### config.mk
export PLATFORM = sky130hd
export DESIGN_NAME = srb_engine
export DESIGN_NICKNAME = d
export VERILOG_FILES = /design/src/rtl/srb_pkg.sv /design/src/rtl/srb_timer.sv /design/src/rtl/srb_shift.sv /design/src/rtl/srb_engine.sv
export SDC_FILE = /design/constraint.sdc
export NUM_CORES = 1
export LEC_CHECK = 0
export ABC_AREA = 1
export BUFFER_PORTS_ARGS = -buffer_cell sky130_fd_sc_hd__clkbuf_2
export CAP_MARGIN = 10
export CELL_PAD_IN_SITES_DETAIL_PLACEMENT = 1
export CELL_PAD_IN_SITES_GLOBAL_PLACEMENT = 1
export CORE_ASPECT_RATIO = 1.75
export CORE_MARGIN = 3
export CORE_UTILIZATION = 46
export DETAILED_ROUTE_END_ITERATION = 8
export PLACE_DENSITY = 0.88
export SETUP_SLACK_MARGIN = 0.5
export SKIP_CTS_REPAIR_TIMING = 1
export SYNTH_ARGS = -nofsm -noshare
export SYNTH_HDL_FRONTEND = slang
export SYNTH_SLANG_ARGS = --single-unit
export TNS_END_PERCENT = 10
### constraint.sdc
create_clock -name clk_i -period 3.15 [get_ports clk_i]
set_input_delay 0.1575 -clock clk_i [delete_from_list [all_inputs] [get_ports clk_i]]
set_output_delay 0.1575 -clock clk_i [all_outputs]
set_load 0.01 [all_outputs]
### src/rtl/srb_pkg.sv
package srb_pkg;

  typedef enum logic [2:0] {
    ST_IDLE,
    ST_W_LO,
    ST_W_HI,
    ST_W_LATCH,
    ST_R_SETUP,
    ST_R_HI,
    ST_R_LO,
    ST_R_TAIL
  } srb_state_e;

  // ceil(ns * hz / 1e9), never below one cycle
  function automatic int unsigned ns_to_cyc(int unsigned ns, int unsigned hz);
    longint unsigned c;
    c = (64'(ns) * 64'(hz) + 64'd999_999_999) / 64'd1_000_000_000;
    if (c == 0) c = 1;
    return int'(c);
  endfunction

  function automatic int unsigned max_u(int unsigned a, int unsigned b);
    return (a > b) ? a : b;
  endfunction

endpackage

### src/rtl/srb_timer.sv
module srb_timer #(
  parameter int unsigned CW = 4
) (
  input  logic          clk_i,
  input  logic          rst_ni,
  input  logic          load_i,
  input  logic [CW-1:0] val_i,
  output logic          zero_o
);
  logic [CW-1:0] cnt_q;

  always_ff @(posedge clk_i or negedge rst_ni) begin
    if (!rst_ni)           cnt_q <= '0;
    else if (load_i)       cnt_q <= val_i;
    else if (cnt_q != '0)  cnt_q <= cnt_q - 1'b1;
  end

  assign zero_o = (cnt_q == '0);
endmodule

### src/rtl/srb_shift.sv
module srb_shift #(
  parameter int unsigned W = 8
) (
  input  logic         clk_i,
  input  logic         rst_ni,
  input  logic         load_i,
  input  logic [W-1:0] load_val_i,
  input  logic         shift_i,
  input  logic         ser_i,
  output logic         msb_o,
  output logic [W-1:0] par_o
);
  logic [W-1:0] sr_q;

  always_ff @(posedge clk_i or negedge rst_ni) begin
    if (!rst_ni)       sr_q <= '0;
    else if (load_i)   sr_q <= load_val_i;
    else if (shift_i)  sr_q <= {sr_q[W-2:0], ser_i};
  end

  assign msb_o = sr_q[W-1];
  assign par_o = sr_q;
endmodule

### src/rtl/srb_engine.sv
module srb_engine
  import srb_pkg::*;
#(
  parameter int unsigned CLK_HZ      = 100_000_000,
  parameter int unsigned WR_W        = 32,
  parameter int unsigned RD_W        = 12,
  parameter int unsigned T_SETUP_NS  = 15,
  parameter int unsigned T_VALID_NS  = 15,
  parameter int unsigned T_HI_NS     = 25,
  parameter int unsigned T_LO_NS     = 25,
  parameter int unsigned T_HOLD_NS   = 10
) (
  input  logic            clk_i,
  input  logic            rst_ni,
  input  logic            cmd_valid_i,
  input  logic            cmd_read_i,
  input  logic [WR_W-1:0] wr_data_i,
  output logic [RD_W-1:0] rd_data_o,
  output logic            busy_o,
  output logic            done_o,
  output logic            sclk_o,
  output logic            le_o,
  output logic            sdo_o,
  input  logic            sdi_i
);
  localparam int unsigned C_SETUP = ns_to_cyc(T_SETUP_NS, CLK_HZ);
  localparam int unsigned C_VALID = ns_to_cyc(T_VALID_NS, CLK_HZ);
  localparam int unsigned C_HI    = ns_to_cyc(T_HI_NS, CLK_HZ);
  localparam int unsigned C_LO    = ns_to_cyc(T_LO_NS, CLK_HZ);
  localparam int unsigned C_HOLD  = ns_to_cyc(T_HOLD_NS, CLK_HZ);
  localparam int unsigned C_RHI   = max_u(C_HI, C_VALID);
  localparam int unsigned C_LATCH = C_HI + C_LO;
  localparam int unsigned C_MAX   = max_u(max_u(C_SETUP, C_RHI), max_u(max_u(C_LO, C_HOLD), C_LATCH));
  localparam int unsigned CW      = $clog2(C_MAX + 1);
  localparam int unsigned BCW     = $clog2(max_u(WR_W, RD_W) + 1);

  srb_state_e     st_q, st_d;
  logic [BCW-1:0] bit_q;
  logic           bit_clr, bit_inc;
  logic           tmr_ld, tmr_zero;
  logic [CW-1:0]  tmr_val;
  logic           wr_ld, wr_shift, wr_msb;
  logic           rd_shift;
  logic [RD_W-1:0] rd_par;
  logic           fin, rd_fin;
  logic [WR_W-1:0] wr_par_unused;
  logic           rd_msb_unused;
  logic [RD_W-1:0] rd_q;
  logic           done_q;

  srb_timer #(.CW(CW)) u_tmr (
    .clk_i  (clk_i),
    .rst_ni (rst_ni),
    .load_i (tmr_ld),
    .val_i  (tmr_val),
    .zero_o (tmr_zero)
  );

  srb_shift #(.W(WR_W)) u_wr_sr (
    .clk_i      (clk_i),
    .rst_ni     (rst_ni),
    .load_i     (wr_ld),
    .load_val_i (wr_data_i),
    .shift_i    (wr_shift),
    .ser_i      (1'b0),
    .msb_o      (wr_msb),
    .par_o      (wr_par_unused)
  );

  srb_shift #(.W(RD_W)) u_rd_sr (
    .clk_i      (clk_i),
    .rst_ni     (rst_ni),
    .load_i     (1'b0),
    .load_val_i ('0),
    .shift_i    (rd_shift),
    .ser_i      (sdi_i),
    .msb_o      (rd_msb_unused),
    .par_o      (rd_par)
  );

  always_comb begin
    st_d     = st_q;
    tmr_ld   = 1'b0;
    tmr_val  = '0;
    wr_ld    = 1'b0;
    wr_shift = 1'b0;
    rd_shift = 1'b0;
    bit_clr  = 1'b0;
    bit_inc  = 1'b0;
    fin      = 1'b0;
    rd_fin   = 1'b0;
    unique case (st_q)
      ST_IDLE: if (cmd_valid_i) begin
        bit_clr = 1'b1;
        tmr_ld  = 1'b1;
        if (cmd_read_i) begin
          st_d    = ST_R_SETUP;
          tmr_val = CW'(C_SETUP - 1);
        end else begin
          st_d    = ST_W_LO;
          tmr_val = CW'(C_LO - 1);
          wr_ld   = 1'b1;
        end
      end
      ST_W_LO: if (tmr_zero) begin
        st_d    = ST_W_HI;
        tmr_ld  = 1'b1;
        tmr_val = CW'(C_HI - 1);
      end
      ST_W_HI: if (tmr_zero) begin
        tmr_ld = 1'b1;
        if (bit_q == BCW'(WR_W - 1)) begin
          st_d    = ST_W_LATCH;
          tmr_val = CW'(C_LATCH - 1);
        end else begin
          st_d     = ST_W_LO;
          tmr_val  = CW'(C_LO - 1);
          wr_shift = 1'b1;
          bit_inc  = 1'b1;
        end
      end
      ST_W_LATCH: if (tmr_zero) begin
        st_d = ST_IDLE;
        fin  = 1'b1;
      end
      ST_R_SETUP: if (tmr_zero) begin
        st_d    = ST_R_HI;
        tmr_ld  = 1'b1;
        tmr_val = CW'(C_RHI - 1);
      end
      ST_R_HI: if (tmr_zero) begin
        // clock falls on this edge; capture the bit launched at the rise
        st_d     = ST_R_LO;
        tmr_ld   = 1'b1;
        tmr_val  = CW'(C_LO - 1);
        rd_shift = 1'b1;
      end
      ST_R_LO: if (tmr_zero) begin
        tmr_ld = 1'b1;
        if (bit_q == BCW'(RD_W - 1)) begin
          st_d    = ST_R_TAIL;
          tmr_val = CW'(C_HOLD - 1);
        end else begin
          st_d    = ST_R_HI;
          tmr_val = CW'(C_RHI - 1);
          bit_inc = 1'b1;
        end
      end
      ST_R_TAIL: if (tmr_zero) begin
        st_d   = ST_IDLE;
        fin    = 1'b1;
        rd_fin = 1'b1;
      end
      default: st_d = ST_IDLE;
    endcase
  end

  always_ff @(posedge clk_i or negedge rst_ni) begin
    if (!rst_ni) begin
      st_q   <= ST_IDLE;
      bit_q  <= '0;
      rd_q   <= '0;
      done_q <= 1'b0;
    end else begin
      st_q   <= st_d;
      done_q <= fin;
      if (bit_clr)      bit_q <= '0;
      else if (bit_inc) bit_q <= bit_q + 1'b1;
      if (rd_fin)       rd_q <= rd_par;
    end
  end

  assign busy_o    = (st_q != ST_IDLE);
  assign done_o    = done_q;
  assign rd_data_o = rd_q;
  assign sclk_o    = (st_q == ST_W_HI) || (st_q == ST_R_HI);
  assign le_o      = (st_q == ST_W_LATCH) || (st_q == ST_R_SETUP) || (st_q == ST_R_HI) ||
                     (st_q == ST_R_LO) || (st_q == ST_R_TAIL);
  assign sdo_o     = ((st_q == ST_W_LO) || (st_q == ST_W_HI)) && wr_msb;
endmodule

Word level (Yosys, flattened, before mapping)
Index checks and enable logic that the tools add are counted.
- register bits after elaboration: 69
- input port bits: 37
- output and inout port bits: 17
- logic and storage cells: 84
- add/subtract/negate cells: 2
- equal/unequal tests: 16
- multiplexer cells: 41
- reduce and logical (&&, ||, !) cells: 18
- operators by type and width (cell ; count):
    $mux 32 ; 2
    $mux 3 ; 12
    $pmux 3 s7 ; 1
    $mux 1 ; 14
    $mux 2 ; 7
    $eq 3x3->1 const B ; 4
    $mux 6 ; 2
    $ne 2x2->1 const B ; 6
    $pmux 3 s4 ; 1
    $reduce_and 7->1 ; 1
    $add 6x1->6 const B ; 1
    $eq 3x2->1 const B ; 2
    $eq 6x4->1 const B ; 1
    $eq 6x5->1 const B ; 1
    $logic_not 3->1 ; 2
    $logic_or 1x1->1 ; 6
    $reduce_bool 2->1 ; 3
    $reduce_bool 3->1 ; 2
    $reduce_or 5->1 ; 1
    $pmux 1 s2 ; 2
    $eq 3x1->1 const B ; 1
    $reduce_or 3->1 ; 1
    $sub 3x1->3 const B ; 1
    $ne 2x1->1 const B ; 1
    other kinds (2) ; 2

Logic depth before layout (Yosys ltp)
Gate-level depths: netlist of the first run.
- word-level depth: 6
- mapped depth: 11
- depth with buffers taken out: 11

By module
A second synthesis of the first run with hierarchy kept.
- cells, all modules: 429
- area total of the unflattened synthesis: 3534.6 sq um
- modules (own cells, without submodules) (module ; instances ; cells each ; area each (sq um) ; sequential area each (sq um)):
    srb_shift at u_wr_sr ; 1 ; 177 ; 1516.5 ; 800.8
    srb_engine ; 1 ; 153 ; 1234.9 ; 550.5
    srb_shift at u_rd_sr ; 1 ; 67 ; 575.6 ; 300.3
    srb_timer ; 1 ; 32 ; 207.7 ; 75.1

Worst setup path after synthesis of the first run
Ideal clock, no wire load.
- path type: flip-flop to flip-flop
- start point: register u_tmr.cnt_q[0]
- end point: register u_wr_sr.sr_q[22], in the netlist u_wr_sr.par_o[22]
- library setup time: 130 ps
- arrival: 1425 ps
- data required time: 3020 ps
- slack: 1595 ps
- stages on the path, launching flop included: 11
- buffers on the path: 1
- period minus slack after synthesis: 1555 ps
- cell sequence: dfrtp_1 inv_1 ha_1 inv_1 nor2_4 nand3_2 nor2_4 nor2_8 buf_6 nand2_1 o211ai_1
- cells in the longest elaborated chain, start to end: 4
- ends and longest elaborated chain (element ; line ; text):
    start, declared ; srb_timer.sv:10 ; logic [CW-1:0] cnt_q;
    start signal, assigned ; srb_timer.sv:14 ; else if (load_i) cnt_q <= val_i;
    start signal, assigned ; srb_timer.sv:15 ; else if (cnt_q != '0) cnt_q <= cnt_q - 1'b1;
    $logic_not 3->1 ; srb_timer.sv:18 ; assign zero_o = (cnt_q == '0);
    $mux 1 ; srb_engine.sv:110 ; ST_W_HI: if (tmr_zero) begin
    $mux 1 ; srb_engine.sv:92 ; unique case (st_q)
    $reduce_bool 2->1 (no source line) ; -- ;
    end signal, assigned ; srb_shift.sv:17 ; else if (load_i) sr_q <= load_val_i;
    end signal, assigned ; srb_shift.sv:18 ; else if (shift_i) sr_q <= {sr_q[W-2:0], ser_i};
    end, declared ; srb_shift.sv:13 ; logic [W-1:0] sr_q;
Every way passes these cells.
A chain may end at the register's enable or synchronous reset.

Final worst setup path of the first run
- start point: register u_tmr.cnt_q[0]
- end point: register u_wr_sr.sr_q[21], in the netlist u_wr_sr.par_o[21]
Same word-level chain as after synthesis.

==> impl_metrics.json, run 1 <==
{
  "ir_worst_vdd_v": 0.0005245,
  "cts-root-buf": "clkbuf_16",
  "ys_seq_elements": 69,
  "num_vias": 2664,
  "status": "complete, no violations",
  "wl_um": 8356,
  "start_kind": "flip-flop",
  "place_area_um2": 3556,
  "hold_viol_final": 0,
  "async_flop_share_pct": 100.0,
  "grt_max_degree": 35,
  "setup_viol": 0,
  "syn_avg_cell_area_um2": 9.007,
  "cts_sinks": 69,
  "gr-total-overflow": 0,
  "r2r_start": "u_tmr.cnt_q[0]$_DFFE_PN0P_",
  "fin_worst_skew_ns": 0.005335,
  "place_inst": 490,
  "clk_pin_slew_worst_paths_ns": 0.06,
  "fp.dieArea_um2": 8195,
  "fin_tns_setup_ns": 0,
  "syn_to_final_growth_pct": 18.64,
  "nNetsFinal": 458,
  "drv_cap": 0,
  "worst_slew_pin_slew_ns": 0.8310,
  "clk-insertion-delay-late_ns": 0.33,
  "ys_types": 30,
  "rsz0062_at_grt": "no",
  "wl_per_cell_um": 16.48,
  "power_density_nw_per_um2": 925.2,
  "path_class": "flip-flop to flip-flop",
  "htreeDepth": 3,
  "syn_area_um2": 3269,
  "die_h_um": 117.5,
  "route.antenna.remaining_nets": 0,
  "dpl.hpwl_um": 5841,
  "routed_via_density": 5.254,
  "grt_pass1_wl_um": 14260,
  "drv_slew": 0,
  "multi_input_comb_area_um2": 1301,
  "cp_max_fo": 26,
  "dr.pass1.iters": 4,
  "grt_pass1_vias": 3064,
  "initial_utilization_pct": 47.34,
  "synthTopCellsByCount": "nand2_1, dfrtp_1, inv_1",
  "die_w_um": 69.73,
  "crit_path_end": "u_wr_sr.par_o[21]$_DFFE_PN0P_",
  "ff2ff_setup_slack_ns": 1.06,
  "num-fill-cells": 829,
  "synth_area_leader_cell": "dfrtp_1",
  "remaining_drc_errors": 0,
  "dominantRegCellSynth": "dfrtp_1",
  "r2r_cells": 9,
  "end_kind": "flip-flop",
  "diodes": 0,
  "gp_congestion": 0.8161,
  "max_slew_margin_pct": 44.60,
  "yosysWarnings": 0,
  "numPortBuffers": 53,
  "drive_above_1_share_pct": 24.35,
  "synth.most_common_cell": "nand2_1",
  "row_count": 40,
  "synth_edf_count": 0,
  "ff_latch_area_um2": 1727,
  "min_period_over_period_pct": 66.49,
  "hp-class": "input pin to flip-flop",
  "groute.usage.overall_pct": 21.99,
  "crit_arrival_ns": 2.30,
  "syn_nets": 403,
  "final_cells": 507,
  "r2r-end": "u_wr_sr.par_o[21]$_DFFE_PN0P_",
  "cts_buffers": 9,
  "syn_inst": 363,
  "seq_area_frac_synth_pct": 52.81,
  "cts_tree": "done",
  "clock_path_buffers": 2,
  "fin_crit_ns": 2.094,
  "fin_area_um2": 3879,
  "fmax_mhz": 477.5,
  "worstPathRequired_ns": 3.35,
  "antenna_found_initial": 0,
  "p_leak_uw": 0.001937,
  "ioPinCount": 54,
  "drt_iter0_drc": 167,
  "yosys-top-cells-area": "dfrtp_1, nand2_1, inv_1, nand3_1, o21ai_0",
  "synth.top_cell.area_share_pct": 52.81,
  "core_um2": 6907,
  "crit_path_start": "u_tmr.cnt_q[0]$_DFFE_PN0P_"
}
[placed cells by master, fill, tap and decap left out, drive strengths merged]
cell         synthesis  layout
dfrtp               69      69
a22oi               11      11
buf                 12       3
o211ai               8       8
dlygate4sd3          0       1
nand3               22      22
o22ai                1       1
clkinv               0       1
nor2                19      19
or2                  1       1
xor2                 3       3
nand3b               2       2
clkbuf               0      65
nand4                2       2
a31oi                1       1
o31ai                1       1
bufinv               0       1
o21ai               38      38
clkinvlp             0       1
nand2              129     129
ha                   3       3
a21oi                3       3
inv                 38      38
[worst max-delay path: stages, from the launching register on]
cell and delay [ns]:
dfrtp_1 0.38, inv_1 0.11, ha_1 0.17, inv_1 0.07, nor2_4 0.17, nand3_2 0.11
nor2_4 0.51, nor2_8 0.17, inv_2 0.19, o21ai_1 0.08
[per-stage QoR]
| step | total power [uW] | hold slack, ns | setup WS [ns] | utilization, % |
|---|---|---|---|---|
| after floorplan | 2220 | -0.1381 | 1.595 | - |
| after global placement | 2459 | 0.2742 | 1.140 | 51.49 |
| after detailed placement | 2548 | 0.2953 | 1.055 | 51.49 |
| after CTS | 3627 | -0.05189 | 1.039 | 56.01 |
| after global routing | 3844 | 0.06427 | 0.8472 | 56.16 |
| final | 3589 | 0.03634 | 1.056 | 56.16 |
[where the power goes]
group	internal [uW]	leakage, uW	switching, uW
registers	1210	0.000889	226
clock network	676	0.000152	364
logic	385	0.000896	728
total	2270	0.00194	1320
[sequential cells by signal, indices dropped and copies added, names as in the netlist]
| register | flops |
|---|---|
| bit_q | 6 |
| st_q | 3 |
| u_tmr.cnt_q | 3 |
| u_wr_sr.par_o | 32 |
| u_rd_sr.par_o | 12 |
| done_o | 1 |
| rd_data_o | 12 |
[cell type report]
| class | count | share of cell area, % |
|---|---|---|
| clock buffers | 13 | 6.968 |
| clock inverters | 3 | 1.097 |
| inverters | 38 | 3.677 |
| multi-input cells | 244 | 33.55 |
| flip-flops and latches | 69 | 44.52 |
| well taps | 84 | 2.710 |
| repair buffers | 56 | 7.484 |
[metal layers]
metal  track usage (%)  wire length [um]  vias up
met5                 0                 0        -
met4             10.91               214        0
met3             4.188               351       19
met2             41.09              4658       60
met1             22.83              3132     1307
li1                  -                 -     1278
[logic make-up (layout without fill, tap and decap cells)]
logic type,after synthesis,count (layout),share of synthesized area (%)
and+or+nand+nor,175,175,25.45
xor gates and xnor gates,3,3,0.8038
buffers and inverters,50,110,7.386
AOI/OAI and AO/OA,63,63,12.40
DFF,69,69,52.81
adders and majority gates,3,3,1.148
[worst min-delay path by stage]
stage	cells after the start	endpoint	start	slack, ns
after floorplan	0	bit_q[0]$_DFFE_PN0P_	rst_ni	-0.14
final	3	u_rd_sr.par_o[0]$_DFFE_PN0P_	sdi_i	0.04
after global placement	1	u_wr_sr.par_o[19]$_DFFE_PN0P_	rst_ni	0.27
after global routing	3	u_wr_sr.par_o[2]$_DFFE_PN0P_	wr_data_i[2]	0.06
after CTS	1	u_wr_sr.par_o[3]$_DFFE_PN0P_	rst_ni	-0.05
after detailed placement	1	u_wr_sr.par_o[19]$_DFFE_PN0P_	rst_ni	0.30
(Power assumes the default switching activity.)
==> run 2, diff against run 1 <==
- CORE_UTILIZATION: 46 -> 42
- PLACE_DENSITY: 0.88 -> 0.82
- clock period: 3.15 -> 2.2 ns (I/O delays scaled with it)
==> impl_metrics.json, run 2 (same netlist as run 1, synthesis figures left out) <==
{
  "status": "finished, violations left",
  "violations": "hold timing",
  "groute.usage.overall_pct": 20.31,
  "fin_tns_setup_ns": 0,
  "max_slew_margin_pct": 63.56,
  "cts_buffers": 9,
  "p_leak_uw": 0.002037,
  "drt_iter0_drc": 171,
  "fin_worst_skew_ns": 0.005645,
  "worstPathRequired_ns": 2.41,
  "drv_cap": 0,
  "crit_arrival_ns": 1.88,
  "clk_pin_slew_worst_paths_ns": 0.05,
  "setup_viol": 0,
  "ioPinCount": 54,
  "path_common_cell": "nor2_4",
  "min_path_cells": 3,
  "worstHoldStart": "sdi_i",
  "initial_utilization_pct": 43.20,
  "critical_path.top_delay_family": "simple AND/OR/NAND/NOR gates",
  "wl_um": 8799,
  "fmax_mhz": 599.8,
  "crit_buf_inv": 4,
  "final_cell_mix": "nand2_1, dfrtp_1, clkbuf_2, inv_1, nand3_1",
  "diodes": 0,
  "r2r_cells": 11,
  "gr-total-overflow": 0,
  "final_cells": 527,
  "path_class": "flip-flop to flip-flop",
  "hold_viol_final": 3,
  "die_h_um": 122.7,
  "start_kind": "flip-flop",
  "gp_congestion": 0.7854,
  "slowest_delay_ns": 0.39,
  "route.antenna.remaining_nets": 0,
  "crit_chain": "inv_2 -> ha_4 -> inv_1 -> nor2_4 -> nand3_2 -> nor2_4 -> buf_12 -> nor2_8 -> buf_4 -> nand2_1 -> nand3_1",
  "row_count": 42,
  "final_common_cell": "nand2_1",
  "crit_slowest_cell": "dfrtp_1",
  "preCtsSetupSlack_ns": 0.4059,
  "rsz0062_at_grt": "yes",
  "clk-insertion-delay-late_ns": 0.34,
  "place_inst": 495,
  "r2r-end": "u_wr_sr.par_o[11]$_DFFE_PN0P_",
  "grt_pass1_wl_um": 13810,
  "num_vias": 2816,
  "worst_slew_pin_slew_ns": 0.5466,
  "hp-class": "input pin to flip-flop",
  "num-fill-cells": 896,
  "cts-root-buf": "clkbuf_16",
  "antenna_found_initial": 0,
  "ff2ff_setup_slack_ns": 0.53,
  "die_w_um": 72.70,
  "grt_max_degree": 34,
  "cts_sinks": 69,
  "cts_tree": "done",
  "hold_slack_ns": -0.01630,
  "power_density_nw_per_um2": 1329,
  "r2r_start": "u_tmr.cnt_q[0]$_DFFE_PN0P_",
  "dr.pass1.iters": 4,
  "drv_slew": 0,
  "grt_pass1_vias": 2958,
  "remaining_drc_errors": 0,
  "end_kind": "flip-flop",
  "fin_ws_ns": 0.5328,
  "syn_to_final_growth_pct": 25.56,
  "largest_register_ff_count": 32,
  "dpl.hpwl_um": 5614,
  "ir_worst_vdd_v": 0.0006237,
  "clock_path_buffers": 2,
  "wl_per_cell_um": 16.70,
  "htreeDepth": 3,
  "cp_max_fo": 7,
  "core_um2": 7567,
  "fp.dieArea_um2": 8921,
  "min_period_over_period_pct": 75.78,
  "nNetsFinal": 474,
  "routed_via_density": 5.343,
  "fin_crit_ns": 1.667,
  "drive_above_1_share_pct": 28.02,
  "numPortBuffers": 53,
  "min_to": "u_rd_sr.par_o[0]$_DFFE_PN0P_"
}
==> run 2: final cells by class <==
cell class / count / area [um^2] / share of cell area, %
Timing Repair Buffer: 69 / 441.7 / 10.76
Sequential cell: 69 / 1727 / 42.06
Inverter: 38 / 145.1 / 3.536
Clock inverter: 4 / 70.07 / 1.707
Multi-Input combinational cell: 247 / 1355 / 33.01
Tap cell: 88 / 110.1 / 2.682
Clock buffer: 12 / 256.5 / 6.248
==> run 2: worst max path at each step <==
stage                                from  slack, ns                       endpoint  cells past startpoint
5_1_grt        u_tmr.cnt_q[0]$_DFFE_PN0P_       0.44  u_wr_sr.par_o[11]$_DFFE_PN0P_                     11
4_1_cts        u_tmr.cnt_q[0]$_DFFE_PN0P_       0.36  u_wr_sr.par_o[26]$_DFFE_PN0P_                      9
2_1_floorplan  u_tmr.cnt_q[0]$_DFFE_PN0P_       0.64  u_wr_sr.par_o[30]$_DFFE_PN0P_                     10
3_5_place_dp          st_q[1]$_DFFE_PN0P_       0.41  u_wr_sr.par_o[23]$_DFFE_PN0P_                      6
3_3_place_gp          st_q[1]$_DFFE_PN0P_       0.44  u_wr_sr.par_o[26]$_DFFE_PN0P_                      6
6_report       u_tmr.cnt_q[0]$_DFFE_PN0P_       0.53  u_wr_sr.par_o[11]$_DFFE_PN0P_                     11
==> run 2: metal layers <==
metal  routed length [um]  share of wire [%]  GRT usage (%)
met2                 4924                 56          36.03
met5                    0                  0              0
met4                  287                3.3          10.05
met3                  335                3.8          4.262
met1                 3251                 37          22.42
==> run 2: worst min-delay path, delay by kind of cell <==
kind | cells | cell delay [ns]
buffers and inverters | 1 | 0.07
AO/OA/AOI/OAI | 1 | 0.06
AND/OR/NAND/NOR | 1 | 0.04
==> run 2: metrics by stage <==
step           power [uW]  utilization (%)  cell area [um^2]  hold WS (ns)
6_report             5456            54.25              4105      -0.01630
5_1_grt              5850            54.25              4105      0.001377
4_1_cts              5257            51.47              3895       -0.2288
3_5_place_dp         3637            47.16              3568        0.1307
3_3_place_gp         3530            47.16              3568        0.1283
2_1_floorplan        3179                -              3269       -0.1856
==> run 2: power breakdown <==
part | internal (uW) | total (uW) | switching [uW]
logic | 699 | 1840 | 1140
registers | 1730 | 2040 | 312
clock network | 1050 | 1580 | 526
